===== config.mk =====
export PLATFORM = sky130hd
export DESIGN_NAME = pmx_extract_top
export DESIGN_NICKNAME = d
export VERILOG_FILES = /design/src/rtl/pmx_pkg.sv /design/src/rtl/pmx_priority_chain.sv /design/src/rtl/pmx_lane_gate.sv /design/src/rtl/pmx_or_merge.sv /design/src/rtl/pmx_extract_top.sv
export SDC_FILE = /design/constraint.sdc
export NUM_CORES = 1
export LEC_CHECK = 0
export ABC_AREA = 1
export BUFFER_PORTS_ARGS = -buffer_cell sky130_fd_sc_hd__buf_2
export CAP_MARGIN = 20
export CELL_PAD_IN_SITES_DETAIL_PLACEMENT = 0
export CELL_PAD_IN_SITES_GLOBAL_PLACEMENT = 1
export CORE_MARGIN = 2
export CORE_UTILIZATION = 18
export DETAILED_ROUTE_END_ITERATION = 7
export GPL_TIMING_DRIVEN = 1
export MAX_ROUTING_LAYER = met4
export PLACE_DENSITY = 0.91
export SETUP_SLACK_MARGIN = 0.3
export SLEW_MARGIN = 0
export SYNTH_ARGS = -nofsm -noshare
export SYNTH_HDL_FRONTEND = slang
export SYNTH_SLANG_ARGS = --single-unit

===== constraint.sdc =====
create_clock -name vclk -period 1.6
set_clock_uncertainty 0.15 [all_clocks]
set_input_delay 0.24 -clock vclk [all_inputs]
set_output_delay 0.24 -clock vclk [all_outputs]
set_load 0.01 [all_outputs]

===== src/rtl/pmx_pkg.sv =====
package pmx_pkg;
    parameter int unsigned PMX_LANES = 8;
    parameter int unsigned PMX_WIDTH = 8;
endpackage


===== src/rtl/pmx_priority_chain.sv =====
module pmx_priority_chain #(
    parameter int unsigned LANES = pmx_pkg::PMX_LANES
) (
    input  logic [LANES-1:0] flag_i,
    output logic [LANES-1:0] pick_o
);
    // taken[i] says some lane 0..i carries a flag
    logic [LANES-2:0] taken;

    assign pick_o[0] = flag_i[0];
    assign taken[0]  = flag_i[0];

    for (genvar i = 1; i < LANES; i++) begin : g_chain
        assign pick_o[i] = flag_i[i] & ~taken[i-1];
        if (i < LANES - 1) begin : g_run
            assign taken[i] = taken[i-1] | flag_i[i];
        end
    end

    always_comb begin
        AST_PICK_ONEHOT: assert ($onehot0(pick_o)) else $error("pick not one-hot");
        AST_PICK_FLAGGED: assert ((pick_o & ~flag_i) == '0) else $error("pick on unflagged lane");
        AST_PICK_PRESENT: assert ((|flag_i) == (|pick_o)) else $error("flag without pick");
    end
endmodule


===== src/rtl/pmx_lane_gate.sv =====
module pmx_lane_gate #(
    parameter int unsigned LANES = pmx_pkg::PMX_LANES,
    parameter int unsigned WIDTH = pmx_pkg::PMX_WIDTH,
    localparam int unsigned BUSW = LANES * WIDTH
) (
    input  logic [BUSW-1:0]  cand_i,
    input  logic [LANES-1:0] pick_i,
    output logic [BUSW-1:0]  gated_o,
    output logic [BUSW-1:0]  rest_o
);
    for (genvar i = 0; i < LANES; i++) begin : g_lane
        logic [WIDTH-1:0] lane;
        assign lane = cand_i[i*WIDTH +: WIDTH];
        assign gated_o[i*WIDTH +: WIDTH] = lane & {WIDTH{pick_i[i]}};
        assign rest_o[i*WIDTH +: WIDTH]  = lane & {WIDTH{~pick_i[i]}};

        always_comb begin
            AST_REST_CLEARED: assert (!pick_i[i] || rest_o[i*WIDTH +: WIDTH] == '0) else $error("chosen lane not cleared");
            AST_REST_KEPT: assert (pick_i[i] || rest_o[i*WIDTH +: WIDTH] == lane) else $error("other lane altered");
        end
    end
endmodule


===== src/rtl/pmx_or_merge.sv =====
module pmx_or_merge #(
    parameter int unsigned LANES = pmx_pkg::PMX_LANES,
    parameter int unsigned WIDTH = pmx_pkg::PMX_WIDTH,
    localparam int unsigned BUSW = LANES * WIDTH
) (
    input  logic [BUSW-1:0]  gated_i,
    output logic [WIDTH-1:0] merged_o
);
    always_comb begin
        merged_o = '0;
        for (int i = 0; i < LANES; i++) begin
            merged_o = merged_o | gated_i[i*WIDTH +: WIDTH];
        end
    end
endmodule


===== src/rtl/pmx_extract_top.sv =====
module pmx_extract_top #(
    parameter int unsigned LANES = pmx_pkg::PMX_LANES,
    parameter int unsigned WIDTH = pmx_pkg::PMX_WIDTH,
    localparam int unsigned BUSW = LANES * WIDTH
) (
    input  logic [BUSW-1:0]  cand_i,
    input  logic [LANES-1:0] flag_i,
    output logic [WIDTH-1:0] max_o,
    output logic [BUSW-1:0]  rest_o,
    output logic [LANES-1:0] pick_o
);
    logic [BUSW-1:0] gated;

    pmx_priority_chain #(.LANES(LANES)) u_chain (
        .flag_i (flag_i),
        .pick_o (pick_o)
    );

    pmx_lane_gate #(.LANES(LANES), .WIDTH(WIDTH)) u_gate (
        .cand_i  (cand_i),
        .pick_i  (pick_o),
        .gated_o (gated),
        .rest_o  (rest_o)
    );

    pmx_or_merge #(.LANES(LANES), .WIDTH(WIDTH)) u_merge (
        .gated_i  (gated),
        .merged_o (max_o)
    );

    always_comb begin
        AST_IDLE_MAX_ZERO: assert ((|flag_i) || max_o == '0) else $error("max without flag");
        AST_IDLE_PASS: assert ((|flag_i) || rest_o == cand_i) else $error("set altered without flag");
        AST_MAX_FROM_SET: assert ((rest_o | gated) == cand_i) else $error("lost lane bits");
    end
endmodule


# Word-level counts from Yosys, hierarchy flattened
# Index checks and enable logic that the tools add are counted.
# totals
regBits,0
# op_classes
n_bitwise,50
# op_table
operator,count
8-bit AND,16
8-bit OR,7
1-bit inverter,14
1-bit AND,7
1-bit OR,6

# Depth between registers and ports, before layout
# logic_depth
word_depth,10
mapped_depth,7

# Modules after synthesis
# Synthesis repeated with hierarchy kept, for this count alone.
# unflattened
cells_unflattened,410
hier_area_um2,1697.9
# modules_own_cells
mod,n_inst,cells_each,area_per_inst_um2,seq_area_each_um2
pmx_lane_gate,1,272,1157.4,0.0
pmx_or_merge,1,120,450.4,0.0
pmx_priority_chain,1,18,90.1,0.0

# Worst setup path before layout
# No wires, ideal clock.
# synth_path
path_kind,in2out
startpoint,input port flag_i[3]
endpoint,output port rest_o[56]
arrival_ps,1212
t_required_ps,1210
setup_slack_ps,-2
stages,7
n_path_buf,1
cell_sequence,buf_6 > inv_2 > nand4_2 > nor2_4 > inv_2 > nor3_4 > nor2_1
# synth_between
elab_chain_len,8
# synth_lines
element,line_no,text
"start, declared",pmx_extract_top.sv:7,"input logic [LANES-1:0] flag_i,"
1-bit OR (4 in a row),pmx_priority_chain.sv:16,assign taken[i] = taken[i-1] | flag_i[i];
1-bit inverter,pmx_priority_chain.sv:14,assign pick_o[i] = flag_i[i] & ~taken[i-1];
1-bit AND,pmx_priority_chain.sv:14,
via pick_o[7],pmx_extract_top.sv:10,output logic [LANES-1:0] pick_o
1-bit inverter,pmx_lane_gate.sv:15,assign rest_o[i*WIDTH +: WIDTH] = lane & {WIDTH{~pick_i[i]}};
8-bit AND,pmx_lane_gate.sv:15,
"end, declared",pmx_extract_top.sv:9,"output logic [BUSW-1:0] rest_o,"
# The timed path passes the listed nets, and every way through them passes these cells.

# Final worst setup path
# layout_path
startpoint,input port flag_i[2]
endpoint,output port max_o[0]
# layout_between
elab_chain_len,9
elab_cells_between_ends,28
cone_classes,28 x bitwise
# layout_lines
element,line_no,text
1-bit OR,pmx_priority_chain.sv:16,
1-bit inverter / 1-bit OR (equally long branches),"pmx_priority_chain.sv:14, pmx_priority_chain.sv:16",
"1-bit AND, or another cell as far along",pmx_priority_chain.sv:14,
"8-bit AND, or another cell as far along",pmx_lane_gate.sv:14,assign gated_o[i*WIDTH +: WIDTH] = lane & {WIDTH{pick_i[i]}};
"8-bit OR, or another cell as far along (3 in a row)",pmx_or_merge.sv:12,merged_o = merged_o | gated_i[i*WIDTH +: WIDTH];
8-bit OR / 8-bit AND (equally long branches),"pmx_or_merge.sv:12, pmx_lane_gate.sv:14",
8-bit OR (*),pmx_or_merge.sv:12,
"end, declared",pmx_extract_top.sv:8,"output logic [WIDTH-1:0] max_o,"
# Every way passes the cells marked *; elsewhere a longest branch is shown, timed or not.

==> results.json <==
{
  "run_status": "finished with violations",
  "violations": "negative setup slack",
  "drt-pass1-iter-count": 4,
  "finalHoldViolCount": 0,
  "crit_slowest_cell": "buf_4",
  "design_area_mm2": 0.00265,
  "holdBufCountCts": 0,
  "crit_buf_inv": 5,
  "min_period_ns": 1.73,
  "worstPathCellList": "buf_6, clkinvlp_4, buf_4, buf_4, nand4_1, nand3b_1, nor2_2, nand4_1, buf_2",
  "grt_pass1_wl_mm": 9.63,
  "avgSynthCellArea_um2": 4.46,
  "crit_path_end": "max_o[0]",
  "postSynthCellCount": 266,
  "slew_headroom_pct": 61.6,
  "endpoint_kind": "output pin",
  "fp.coreArea_mm2": 0.00635,
  "dr_total_vias": 2211,
  "wl_per_cell_um": 12.4,
  "diodes": 0,
  "post-dp-hpwl_mm": 5.23,
  "clkbuf_count": 0,
  "gp_congestion": 0.858,
  "final_cell_mix": "buf_2, inv_1, nor2_1",
  "hold_ws_ns": 0.611,
  "gr-total-overflow": 0,
  "antenna_found_initial": 0,
  "ir_drop_mv": 0.137,
  "syn-cell-area_mm2": 0.00119,
  "p_per_area_mw_per_mm2": 243,
  "maxCapViolations": 0,
  "start_kind": "primary input",
  "critPathMaxFanout": 6,
  "post-route-period-util_pct": 108,
  "rsz0062_at_grt": "true",
  "syn_nets": 338,
  "grt_pass1_vias": 2069,
  "path_depth": 9,
  "crit_start": "flag_i[2]",
  "wirelength_mm": 6.47,
  "flops_and_latches": 0,
  "critical_path_required_ns": 1.21,
  "finalPower_mw": 0.643,
  "initial_core_util_pct": 18.7,
  "yosysWarnings": 0,
  "fin_ws_ns": -0.128,
  "fmax_ghz": 0.579,
  "max_stage_delay_ns": 0.18,
  "grt_max_degree": 17,
  "maxSlewViolCount": 0,
  "setup_viol": 34,
  "drc": 0,
  "die-area_mm2": 0.00726,
  "dp.cells": 508,
  "port-buffer-count": 152,
  "hold_path_class": "primary input to output pin",
  "grt_usage_pct": 16.3,
  "seq_area_frac_synth_pct": 0,
  "io_pins": 152,
  "p_leak_nw": 1.67,
  "final_cells": 521,
  "drtIter0Drc": 73,
  "fp.dieH_um": 85.2,
  "drive_above_1_share_pct": 53.8,
  "layout_commonest_cell": "buf_2",
  "areaGrowthSynthToFinish_pct": 123,
  "dieWidth_um": 85.2,
  "critical-path-top-delay-family": "buffers and inverters",
  "worstHoldPathCells": 4,
  "synthDistinctLibCells": 15,
  "placed_area_mm2": 0.00225,
  "drtAntennaViolNets": 0,
  "drt-vias-per-instance": 4.24,
  "pre_cts_slack_ns": -0.188,
  "std_cell_rows": 29,
  "utilization_pct": 41.7,
  "worst_pin_slew_ns": 0.574,
  "num-nets-final": 518,
  "fin_tns_setup_ns": -2.40,
  "path_class": "primary input to output pin",
  "area.sequential_um2": 0,
  "crit_arrival_ns": 1.34
}
## report_power, final
group	switching, mW	internal (mW)	leakage, nW	total, mW
registers	0	0	0	0
clock network	0	0	0	0
logic	0.340	0.304	1.67	0.643
total	0.340	0.304	1.67	0.643
## layer usage
layer  track usage, %  up-vias  share of wire [%]
met2             31.1       65                 54
met4            0.722        0                  0
li1                 -     1141                  -
met5                -        -                  0
met1             19.7     1005                 42
met3            0.778        0                3.7
## cells by family (layout without fill, tap and decap cells)
logic type,count (synthesis),after routing,synth area share [%]
and+or+nand+nor,171,173,67.7
buffers and inverters,95,271,32.3
## final cells by class
type	count	area, um^2
Fill cell	703	3700
Timing Repair Buffer	188	1250
Multi-Input combinational cell	173	973
Inverter	83	324
Tap cell	77	96.3
## synth_stat cells, drive strengths merged
library cell  instances  area (um^2)
nand3b                8         60.1
buf                  11         68.8
nor2                 70          280
inv                  83          312
nand4                18          125
nand3                25          125
nor3                  2         32.5
nand2                48          180
clkbuf                1         3.75
## worst min-delay path by stage
stage,from,endpoint
floorplan,cand_i[0],rest_o[0]
global placement,cand_i[38],rest_o[38]
detailed placement,cand_i[38],rest_o[38]
CTS,cand_i[38],rest_o[38]
global route,cand_i[28],rest_o[28]
finish,cand_i[38],rest_o[38]
## what timing repair did
action / 4_1_cts / 5_1_grt
gates cloned: 2 / 1
pin swaps: 5 / 8
buffers inserted: 4 / 6
gates resized for setup: 36 / 38
setup endpoints to repair: 71 / 71
Power figures use the tool's default switching activity.
